===== src/rtl/rt_addr_pkg.sv =====
package rt_addr_pkg;

  // How a command hit this terminal
  typedef enum logic [1:0] {
    HIT_NONE  = 2'd0,
    HIT_OWN   = 2'd1,
    HIT_BCAST = 2'd2
  } hit_kind_t;

  // Registered health of the captured lines
  typedef struct packed {
    logic fault;
    logic released;
  } addr_status_t;

endpackage


===== src/rtl/rt_addr_sync.sv =====
module rt_addr_sync #(
  parameter int W      = 6,
  parameter int STAGES = 2
) (
  input  logic         clk,
  input  logic [W-1:0] d,
  output logic [W-1:0] q
);

  logic [W-1:0] stg [STAGES];

  // The chain is not reset: it must keep tracking the pins through reset
  always_ff @(posedge clk) begin
    stg[0] <= d;
  end

  for (genvar i = 1; i < STAGES; i++) begin : g_stage
    always_ff @(posedge clk) begin
      stg[i] <= stg[i-1];
    end
  end

  assign q = stg[STAGES-1];

endmodule


===== src/rtl/rt_addr_capture.sv =====
module rt_addr_capture
  import rt_addr_pkg::*;
#(
  parameter int ADDR_W = 5
) (
  input  logic              clk,
  input  logic              rst,
  input  logic [ADDR_W-1:0] sync_addr,
  input  logic              sync_par,
  output logic [ADDR_W-1:0] lat_addr,
  output logic              lat_par,
  output addr_status_t      status
);

  localparam int LINES = ADDR_W + 1;

  logic [LINES-1:0] lines;

  // Keep loading while reset is held; the last load before release stays
  always_ff @(posedge clk) begin
    if (rst) begin
      lat_addr <= sync_addr;
      lat_par  <= sync_par;
    end
  end

  assign lines = {lat_par, lat_addr};

  always_ff @(posedge clk) begin
    if (rst) begin
      status <= '{fault: 1'b0, released: 1'b0};
    end else begin
      status.fault    <= ~(^lines);
      status.released <= &lines;
    end
  end

endmodule


===== src/rtl/rt_addr_compare.sv =====
module rt_addr_compare
  import rt_addr_pkg::*;
#(
  parameter int ADDR_W    = 5,
  parameter int CMD_W     = 16,
  parameter int FIELD_LSB = 11,
  parameter bit BCAST_EN  = 1'b1
) (
  input  logic              clk,
  input  logic              rst,
  input  logic [ADDR_W-1:0] lat_addr,
  input  logic              lat_par,
  input  logic              cmd_valid,
  input  logic [CMD_W-1:0]  cmd_word,
  output logic              match_o,
  output logic              bcast_o
);

  localparam logic [ADDR_W-1:0] BCAST_CODE = '1;

  logic [ADDR_W-1:0] field;
  logic              par_ok;
  hit_kind_t         hit;
  logic              unused_cmd;

  assign field      = cmd_word[FIELD_LSB +: ADDR_W];
  assign unused_cmd = ^cmd_word;
  // Parity is taken straight from the captured lines so no early command slips through
  assign par_ok     = ^{lat_par, lat_addr};

  always_comb begin
    hit = HIT_NONE;
    if (cmd_valid && par_ok) begin
      if (BCAST_EN && field == BCAST_CODE) begin
        hit = HIT_BCAST;
      end else if (field == lat_addr) begin
        hit = HIT_OWN;
      end
    end
  end

  always_ff @(posedge clk) begin
    if (rst) begin
      match_o <= 1'b0;
      bcast_o <= 1'b0;
    end else begin
      match_o <= (hit != HIT_NONE);
      bcast_o <= (hit == HIT_BCAST);
    end
  end

endmodule


===== src/rtl/rt_addr_guard.sv =====
module rt_addr_guard
  import rt_addr_pkg::*;
#(
  parameter int ADDR_W      = 5,
  parameter int CMD_W       = 16,
  parameter int FIELD_LSB   = 11,
  parameter int SYNC_STAGES = 2,
  parameter bit BCAST_EN    = 1'b1
) (
  input  logic              clk,
  input  logic              rst,
  input  logic [ADDR_W-1:0] addr_pins,
  input  logic              par_pin,
  input  logic              cmd_valid,
  input  logic [CMD_W-1:0]  cmd_word,
  output logic [ADDR_W-1:0] term_addr_o,
  output logic              addr_match_o,
  output logic              bcast_o,
  output logic              parity_fault_o,
  output logic              released_o
);

  localparam int LINES = ADDR_W + 1;

  logic [LINES-1:0]  sync_lines;
  logic [ADDR_W-1:0] lat_addr;
  logic              lat_par;
  addr_status_t      status;

  rt_addr_sync #(
    .W      (LINES),
    .STAGES (SYNC_STAGES)
  ) u_sync (
    .clk (clk),
    .d   ({par_pin, addr_pins}),
    .q   (sync_lines)
  );

  rt_addr_capture #(
    .ADDR_W (ADDR_W)
  ) u_capture (
    .clk       (clk),
    .rst       (rst),
    .sync_addr (sync_lines[ADDR_W-1:0]),
    .sync_par  (sync_lines[ADDR_W]),
    .lat_addr  (lat_addr),
    .lat_par   (lat_par),
    .status    (status)
  );

  rt_addr_compare #(
    .ADDR_W    (ADDR_W),
    .CMD_W     (CMD_W),
    .FIELD_LSB (FIELD_LSB),
    .BCAST_EN  (BCAST_EN)
  ) u_compare (
    .clk       (clk),
    .rst       (rst),
    .lat_addr  (lat_addr),
    .lat_par   (lat_par),
    .cmd_valid (cmd_valid),
    .cmd_word  (cmd_word),
    .match_o   (addr_match_o),
    .bcast_o   (bcast_o)
  );

  assign term_addr_o    = lat_addr;
  assign parity_fault_o = status.fault;
  assign released_o     = status.released;

endmodule


===== config.mk =====
export PLATFORM = sky130hd
export DESIGN_NAME = rt_addr_guard
export DESIGN_NICKNAME = d
export VERILOG_FILES = /design/src/rtl/rt_addr_pkg.sv /design/src/rtl/rt_addr_sync.sv /design/src/rtl/rt_addr_capture.sv /design/src/rtl/rt_addr_compare.sv /design/src/rtl/rt_addr_guard.sv
export SDC_FILE = /design/constraint.sdc
export NUM_CORES = 1
export LEC_CHECK = 0
export CAP_MARGIN = 0
export CORE_MARGIN = 10
export CORE_UTILIZATION = 40
export DETAILED_ROUTE_END_ITERATION = 16
export DONT_BUFFER_PORTS = 1
export GPL_TIMING_DRIVEN = 0
export PLACE_DENSITY_LB_ADDON = 0.15
export SLEW_MARGIN = 20
export SYNTH_ARGS = -nofsm -noshare
export SYNTH_HDL_FRONTEND = slang
export SYNTH_SLANG_ARGS = --single-unit

===== constraint.sdc =====
create_clock -name clk -period 1.95 [get_ports clk]
set_clock_uncertainty 0.15 [all_clocks]
set_input_delay 0.195 -clock clk [delete_from_list [all_inputs] [get_ports clk]]
set_output_delay 0.195 -clock clk [all_outputs]
set_load 0.01 [all_outputs]

==> results.json, run 1 <==
{
  "outcome": "complete, no violations",
  "syn_area_um2": 658,
  "cp_num_cells": 4,
  "overflow": 0,
  "maxCapViolations": 0,
  "max_stage_delay_ps": 530,
  "pre_cts_ws_ps": 406,
  "hold_depth": 4,
  "clockBufferDepth": 2,
  "path_buf_inv": 0,
  "dieWidth_um": 60.6,
  "wl_per_cell_um": 14.7,
  "finalWorstPathRequiredPeriod_ps": 1560,
  "clock-root-buffer": "clkbuf_4",
  "ant_nets": 0,
  "slew_viol_final": 0,
  "yosys.area.top_type": "dfxtp_1",
  "dr.pass1.iters": 2,
  "synthDistinctLibCells": 13,
  "crit_chain": "xnor2_1 > xnor3_1 > nand2_1 > nor2_1",
  "synth_top_area_share": 0.487,
  "drive_gt1_frac": 0.0893,
  "antenna_found_initial": 0,
  "numCtsBuffers": 3,
  "worstPathRequired_ps": 2000,
  "cts_resized": 0,
  "port_buffers": 0,
  "detail_route.vias_per_cell": 5.07,
  "p_per_area_mw_per_mm2": 1080,
  "finalHoldWorstSlack_ps": 47.7,
  "tns_ps": 0,
  "p_leak_nw": 0.310,
  "startpoint_type": "flip-flop",
  "start_util": 0.432,
  "ys_seq_area_frac": 0.760,
  "synth-seq-cells": 22,
  "syn_avg_cell_area_um2": 15.7,
  "clkSinkCount": 22,
  "drc_errors": 0,
  "tightest_slew_ps": 350,
  "io_pins": 34,
  "slew_headroom": 0.766,
  "cp_max_fo": 4,
  "wl_um": 1060,
  "reg2reg_depth": 4,
  "final_hold_viol_count": 0,
  "cts_tree": "done",
  "irDropWorstVdd_mv": 0.496,
  "num-fill-cells": 129,
  "post_cts_buffers": 0,
  "worst-setup-path-type": "reg -> reg",
  "rows": 14,
  "hold_class": "in -> reg",
  "path_clk_slew_ps": 110,
  "vias": 365,
  "grt_pass1_vias": 394,
  "cp_top_family": "XOR/XNOR gates",
  "fin_nets": 82,
  "grt_max_degree": 14,
  "fmax_ghz": 0.641,
  "yosys_warnings": 0,
  "drt-initial-drc-count": 1,
  "coreArea_mm2": 0.00152,
  "grt_use_total": 0.0621,
  "die_h_um": 60.6,
  "area_growth_pct": 26.2,
  "clk_latency_ps": 290,
  "postLayoutSetupSlackWorst_ps": 389,
  "diodes": 0,
  "die_area_mm2": 0.00367,
  "gp_congestion": 0.788,
  "slowest_stage": "edfxtp_1",
  "rsz0062_at_grt": "false",
  "synth_nets": 67,
  "cp-end-kind": "flip-flop",
  "h-tree-depth": 1,
  "crit_arrival_ps": 1610,
  "finish.utilization": 0.545,
  "setup_violations": 0,
  "synthCells": 42,
  "ys_top_cells_by_area": "dfxtp_1 49%, edfxtp_1 27%, xnor2_1 9.3%, xnor3_1 3.4%, nor2_1 1.7%",
  "grt_pass1_wl_um": 1700,
  "period_share": 0.800
}
==> routing by layer <==
layer | global-route usage | part of all wire | up-vias
met5 | 0 | 0 | -
met4 | 0.0188 | 0 | 0
met3 | 0.0543 | 0.14 | 0
met2 | 0.108 | 0.52 | 15
met1 | 0.0508 | 0.33 | 178
li1 | - | - | 172
==> where the power goes <==
part / leakage [nW] / switching [mW] / internal [mW]
Sequential: 0.192 / 0.0188 / 0.495
Clock: 0.0279 / 0.121 / 0.207
Combinational: 0.0895 / 0.0178 / 0.0357
Total: 0.310 / 0.157 / 0.738
==> cells in the mapped netlist, drive strengths merged <==
| library cell | instances |
|---|---|
| nand4b | 1 |
| dfxtp | 16 |
| xor2 | 1 |
| nand4 | 1 |
| nand2 | 1 |
| a21oi | 1 |
| edfxtp | 6 |
| and4b | 1 |
| nand3 | 2 |
| xnor2 | 7 |
| nor2 | 3 |
| xnor3 | 1 |
| or3 | 1 |
==> timing repair <==
| item | in CTS | in global routing |
|---|---|---|
| hold buffers | 10 | 0 |
| hold endpoints to repair | 16 | 0 |
| endpoints found under the setup margin | 0 | 0 |
==> worst paths after layout <==
path	from	end	slack [ps]
worst max-delay path	u_capture.lat_addr[0]	u_compare.bcast_o	390
worst min-delay path	cmd_word[13]	u_compare.match_o	50
worst max register to register	u_capture.lat_addr[0]	u_compare.bcast_o	390
worst min register to register	u_sync.stg[0][5]	u_sync.stg[1][5]	180
==> cell families (layout without fill, tap and decap cells) <==
kind of cell           count (synthesis)  count (layout)  share of synthesized area
AND/OR/NAND/NOR                       10              10                     0.0856
AO/OA/AOI/OAI                          1               1                     0.0133
flip-flops                            22              22                      0.760
buffers and inverters                  0              14                          0
XOR/XNOR                               9               9                      0.141
==> worst reg2reg max path: cells and delay by family (launching register included) <==
kind / cells / cell delay [ps]
simple gates: 2 / 170
xor+xnor: 2 / 630
flops: 1 / 530
==> layout by cell type (no fill, tap or decap) <==
| cell type | netlist | routed |
|---|---|---|
| dfxtp_1 | 16 | 16 |
| dlygate4sd3_1 | 0 | 10 |
| xnor2_1 | 7 | 7 |
| edfxtp_1 | 6 | 6 |
| nor2_1 | 3 | 3 |
| clkbuf_4 | 0 | 3 |
| nand3_1 | 2 | 2 |
| xnor3_1 | 1 | 1 |
| and4b_1 | 1 | 1 |
| nand2_1 | 1 | 1 |
| nand4_1 | 1 | 1 |
| xor2_1 | 1 | 1 |
| or3_1 | 1 | 1 |
| a21oi_2 | 1 | 1 |
| nand4b_1 | 1 | 1 |
| bufinv_16 | 0 | 1 |
==> sequential cells by signal, summed over array words and instances, names as in the netlist <==
name / count
u_capture.lat_addr: 5
u_sync.stg: 12
u_capture.status: 2
u_compare.bcast_o: 1
u_capture.lat_par: 1
u_compare.match_o: 1
==> through the flow <==
step | std cells | area, µm² | power (mW)
floorplan | 42 | 658 | 0.553
global placement | 58 | 678 | 0.560
detailed placement | 58 | 678 | 0.562
CTS | 72 | 831 | 0.910
global route | 72 | 831 | 0.940
finish | 72 | 831 | 0.895
==> area by class of cell <==
class                           instances  area [µm²]  area share
Clock buffer                            3        22.5      0.0271
Timing Repair Buffer                   10         100       0.120
Clock inverter                          1        30.0      0.0361
Multi-Input combinational cell         20         158       0.190
Sequential cell                        22         500       0.602
Tap cell                               16        20.0      0.0241
Note: power is estimated with default switching activity, not from simulation.
==> run 2: changes to the inputs <==
clock period = 1.31 ns   (was 1.95 ns; I/O delays follow)
==> run 2 against run 1 <==
The flow now finishes with violations (hold timing, setup timing). Combinational power is 62% higher. Worst hold slack worse by 160 ps. Core utilization is 0.16 points higher. Sequential power is 49% higher. Power is 50% higher. Flip-flop and latch count stayed put. Critical path depth stayed put. Critical path type unchanged. Critical endpoint is now u_compare.match_o. Largest cell class unchanged.
==> results.json, run 2 (synthesis gave the netlist of run 1 again) <==
{
  "outcome": "finished, violations left",
  "violations": "hold timing, setup timing",
  "fin_nets": 81,
  "diodes": 0,
  "tightest_slew_ps": 358,
  "clock-root-buffer": "clkbuf_4",
  "dieWidth_um": 60.6,
  "reg2reg_depth": 4,
  "worst-setup-path-type": "reg -> reg",
  "post_cts_buffers": 0,
  "final_common_cell": "dfxtp_1",
  "p_per_area_mw_per_mm2": 1610,
  "worstPathRequired_ps": 1360,
  "antenna_found_initial": 0,
  "num-fill-cells": 129,
  "clockPowerShare": 0.365,
  "wl_um": 1050,
  "register_area_um2": 500,
  "p_leak_nw": 0.314,
  "fmax_ghz": 0.642,
  "crit_arrival_ps": 1600,
  "cts_tree": "done",
  "grt_max_degree": 14,
  "rows": 14,
  "die_h_um": 60.6,
  "numCtsBuffers": 3,
  "hpwl_um": 817,
  "drive_gt1_frac": 0.145,
  "port_buffers": 0,
  "drt-initial-drc-count": 4,
  "top_regs": "u_sync.stg (12), u_capture.lat_addr (5), u_capture.status (2)",
  "hold_depth": 2,
  "clkSinkCount": 22,
  "hold_class": "in -> reg",
  "setup_violations": 3,
  "intPower_mw": 1.10,
  "grt_pass1_wl_um": 1740,
  "vias": 360,
  "area_growth_pct": 26.6,
  "top_register": "u_sync.stg",
  "finalHoldWorstSlack_ps": -117,
  "final_hold_viol_count": 2,
  "h-tree-depth": 1,
  "multi_input_area_um2": 170,
  "coreArea_mm2": 0.00152,
  "gp_congestion": 0.791,
  "finalWorstPathRequiredPeriod_ps": 1560,
  "p_sw_frac": 0.179,
  "maxCapViolations": 0,
  "ant_nets": 0,
  "slew_headroom": 0.760,
  "period_share": 1.19,
  "wl_per_cell_um": 14.8,
  "grt_pass1_vias": 393,
  "p_sw_mw": 0.240,
  "power_frac_comb": 0.065,
  "irDropWorstVdd_mv": 0.773,
  "clockBufferDepth": 2,
  "overflow": 0,
  "tns_ps": -650,
  "startpoint_type": "flip-flop",
  "rsz0062_at_grt": "true",
  "postLayoutSetupSlackWorst_ps": -247,
  "slew_viol_final": 0,
  "mostFrequentLayoutCells": "16 x dfxtp_1, 9 x dlygate4sd3_1, 6 x xnor2_1, 6 x edfxtp_1, 3 x clkbuf_4",
  "detail_route.vias_per_cell": 5.07,
  "cp_max_fo": 4,
  "grt_use_total": 0.0643,
  "path_clk_slew_ps": 110,
  "die_area_mm2": 0.00367,
  "largest_register_ffs": 12,
  "finish.utilization": 0.547,
  "io_pins": 34,
  "cp-end-kind": "flip-flop",
  "dr.pass1.iters": 4,
  "clk_latency_ps": 290,
  "p_seq_frac": 0.570,
  "drc_errors": 0,
  "start_util": 0.432,
  "pre_cts_ws_ps": -256
}
## run 2: cell count changes in the layout (fill, tap and decap cells not counted)
cell,delta
dlygate4sd3_1,-1
nand2_1,-1
nand2_2,+1
nor2_1,-1
nor2_2,+1
xnor2_1,-1
xnor2_2,+1
## run 2: area by class of cell
class                   instances  share of cell area
clock inverters                 1              0.0360
repair buffers                  9               0.108
flip-flops and latches         22               0.601
well taps                      16              0.0240
clock buffers                   3              0.0270
multi-input cells              20               0.204
## run 2: layer usage
layer,track usage,routed length (µm),up-vias
met5,0,0,-
met4,0.0313,0,0
met3,0.0543,147,0
met2,0.105,536,17
met1,0.0546,370,172
li1,-,-,171
## run 2: path summary, 6_finish.rpt
path,slack (ps),end,from
min,-120,u_compare.bcast_o,cmd_word[12]
min reg2reg,180,u_sync.stg[1][1],u_sync.stg[0][1]
max reg2reg,-250,u_compare.match_o,u_capture.lat_addr[0]
max,-250,u_compare.match_o,u_capture.lat_addr[0]
## run 2: what timing repair did
item	in CTS	in global routing
hold buffers	7	2
gates resized for setup	1	2
endpoints found under the setup margin	3	3
hold endpoints to repair	16	2
pin swaps	5	3
## run 2: per-stage QoR
step                      cells  instance area (µm²)  power (mW)
after floorplan              42                  658       0.823
after global placement       58                  678       0.834
after detailed placement     58                  678       0.836
after CTS                    69                  803        1.36
after global routing         71                  833        1.40
final                        71                  833        1.34
## run 2: power by group through the flow
stage | logic [mW] | registers [mW] | clock network [mW]
floorplan | 0.0493 | 0.774 | 0
global placement | 0.0537 | 0.780 | 0
detailed placement | 0.0547 | 0.781 | 0
CTS | 0.0787 | 0.765 | 0.511
global route | 0.0946 | 0.771 | 0.539
finish | 0.0867 | 0.765 | 0.489
## run 2: critical path, stage by stage, from the launching register on
cell and delay (ps):
edfxtp_1 520, xnor2_1 200, xnor3_1 450, nand2_2 110
a21oi_2 30
==> run 3: changes to the inputs <==
==> constraint.sdc (replaced) <==
create_clock -name clk -period 1.31 [get_ports clk]
set_clock_uncertainty 0.15 [all_clocks]
set_input_delay 0.262 -clock clk [delete_from_list [all_inputs] [get_ports clk]]
set_output_delay 0.262 -clock clk [all_outputs]
set_load 0.01 [all_outputs]
==> run 3 against run 2 <==
The run ends with setup timing left. Worst setup slack got worse by 0.86 ps. Fmax barely moved. Flip-flop and latch count did not move. Sequential share of layout area did not move. Power barely moved. Count of clock-buffer cells in the layout did not move. Die area did not move. Routed wire length rose by 1.0%. Core utilization did not move. Final area did not move. Critical endpoint unchanged.
==> results.json, run 3 (synthesis gave the netlist of run 1 again) <==
{
  "outcome": "finished, violations left",
  "violations": "setup timing",
  "wl_um": 1070,
  "fin_cells": 71,
  "drt-initial-drc-count": 4,
  "intPower_mw": 1.10,
  "detail_route.vias_per_cell": 5.04,
  "dr_wl_met2_um": 531,
  "grt_max_degree": 14,
  "area_growth_pct": 26.6,
  "start_util": 0.432,
  "power_frac_comb": 0.064,
  "p_per_area_mw_per_mm2": 1610,
  "min_to": "u_compare.bcast_o",
  "irDropWorstVdd_mv": 0.772,
  "io_pins": 34,
  "final_common_cell": "dfxtp_1",
  "dieWidth_um": 60.6,
  "worst-setup-path-type": "reg -> reg",
  "numCtsBuffers": 3,
  "dr_wl_met3_um": 147,
  "cp_max_fo": 4,
  "p_seq_frac": 0.571,
  "top_layer": "met3",
  "rsz0062_at_grt": "true",
  "slew_headroom": 0.761,
  "p_leak_nw": 0.314,
  "period_share": 1.19,
  "pre_cts_ws_ps": -256,
  "postLayoutSetupSlackWorst_ps": -248,
  "fmax_ghz": 0.642,
  "largest_register_ffs": 12,
  "gp_congestion": 0.791,
  "fin_nets": 81,
  "crit_arrival_ps": 1610,
  "mostFrequentLayoutCells": "16 x dfxtp_1, 9 x dlygate4sd3_1, 6 x xnor2_1, 6 x edfxtp_1, 3 x clkbuf_4",
  "p_sw_mw": 0.239,
  "slew_viol_final": 0,
  "wl_per_cell_um": 15.0,
  "dr.pass1.iters": 4,
  "antenna_found_initial": 0,
  "grt_pass1_vias": 393,
  "clockPowerShare": 0.365,
  "hold_class": "in -> reg",
  "clkSinkCount": 22,
  "vias": 358,
  "tns_ps": -653,
  "drc_errors": 0,
  "min_from": "cmd_word[12]",
  "cp-end-kind": "flip-flop",
  "coreArea_mm2": 0.00152,
  "hold_depth": 2,
  "dp_cells": 58,
  "reg2reg_depth": 4,
  "setup_violations": 3,
  "top_register": "u_sync.stg",
  "h-tree-depth": 1,
  "r2r-start": "u_capture.lat_addr[0]",
  "tightest_slew_ps": 358,
  "worstPathRequired_ps": 1360,
  "p_sw_frac": 0.178,
  "top_regs": "u_sync.stg (12), u_capture.lat_addr (5), u_capture.status (2)",
  "startpoint_type": "flip-flop",
  "ant_nets": 0,
  "die_h_um": 60.6,
  "port_buffers": 0,
  "grt_pass1_wl_um": 1740,
  "clk_latency_ps": 290,
  "final_hold_viol_count": 0,
  "maxCapViolations": 0,
  "clock-root-buffer": "clkbuf_4",
  "grt_use_total": 0.0643,
  "cts_tree": "done",
  "overflow": 0,
  "num-fill-cells": 129,
  "die_area_mm2": 0.00367,
  "path_clk_slew_ps": 110,
  "p_total_mw": 1.34,
  "finish.utilization": 0.547,
  "m1WireLength_um": 386,
  "hpwl_um": 817,
  "worst-r2r-setup-slack_ps": -250,
  "drive_gt1_frac": 0.145,
  "finalWorstPathRequiredPeriod_ps": 1560,
  "diodes": 0,
  "rows": 14,
  "clockBufferDepth": 2,
  "worstReg2RegEnd": "u_compare.match_o"
}
==> run 3: metrics by stage <==
stage	cell area (µm²)	hold WS, ps
3_5_place_dp	678	140
4_1_cts	803	-70.9
2_1_floorplan	658	140
5_1_grt	833	-5.40
6_report	833	13.6
3_3_place_gp	678	140
==> run 3: layer usage <==
metal,up-vias,GRT usage
met4,0,0.0313
met1,170,0.0546
met5,-,0
met3,0,0.0543
met2,17,0.105
li1,171,-
==> run 3: critical path, cell delays in order, from the launching register on <==
cell,delay (ps)
edfxtp_1,520
xnor2_1,200
xnor3_1,450
nand2_2,110
a21oi_2,30
==> run 3: area by class of cell <==
cell class / count / area (µm²) / share of cell area
Clock inverter: 1 / 30.0 / 0.0360
Multi-Input combinational cell: 20 / 170 / 0.204
Clock buffer: 3 / 22.5 / 0.0270
Tap cell: 16 / 20.0 / 0.0240
Sequential cell: 22 / 500 / 0.601
Timing Repair Buffer: 9 / 90.1 / 0.108
==> run 3: worst max path at each step <==
| stage | to | cells past startpoint | slack [ps] | from |
|---|---|---|---|---|
| 2_1_floorplan | u_compare.bcast_o | 4 | -130 | u_capture.lat_addr[0] |
| 3_3_place_gp | u_compare.bcast_o | 4 | -220 | u_capture.lat_addr[0] |
| 3_5_place_dp | u_compare.bcast_o | 4 | -260 | u_capture.lat_addr[0] |
| 4_1_cts | u_compare.bcast_o | 4 | -250 | u_capture.lat_addr[2] |
| 5_1_grt | u_compare.match_o | 4 | -310 | u_capture.lat_addr[0] |
| 6_report | u_compare.match_o | 4 | -250 | u_capture.lat_addr[0] |
==> run 3: power groups by stage <==
stage                     logic, mW  clock network (mW)  registers, mW
after detailed placement     0.0547                   0          0.781
final                        0.0860               0.489          0.765
after global routing         0.0939               0.539          0.771
after CTS                    0.0787               0.511          0.765
after floorplan              0.0493                   0          0.774
after global placement       0.0537                   0          0.780
==> run 3: timing repair <==
action | CTS | global route
hold buffers | 7 | 2
hold endpoints to repair | 16 | 2
pin swaps | 5 | 3
setup endpoints to repair | 3 | 3
resized for setup | 1 | 2
buffers inserted | 0 | 0
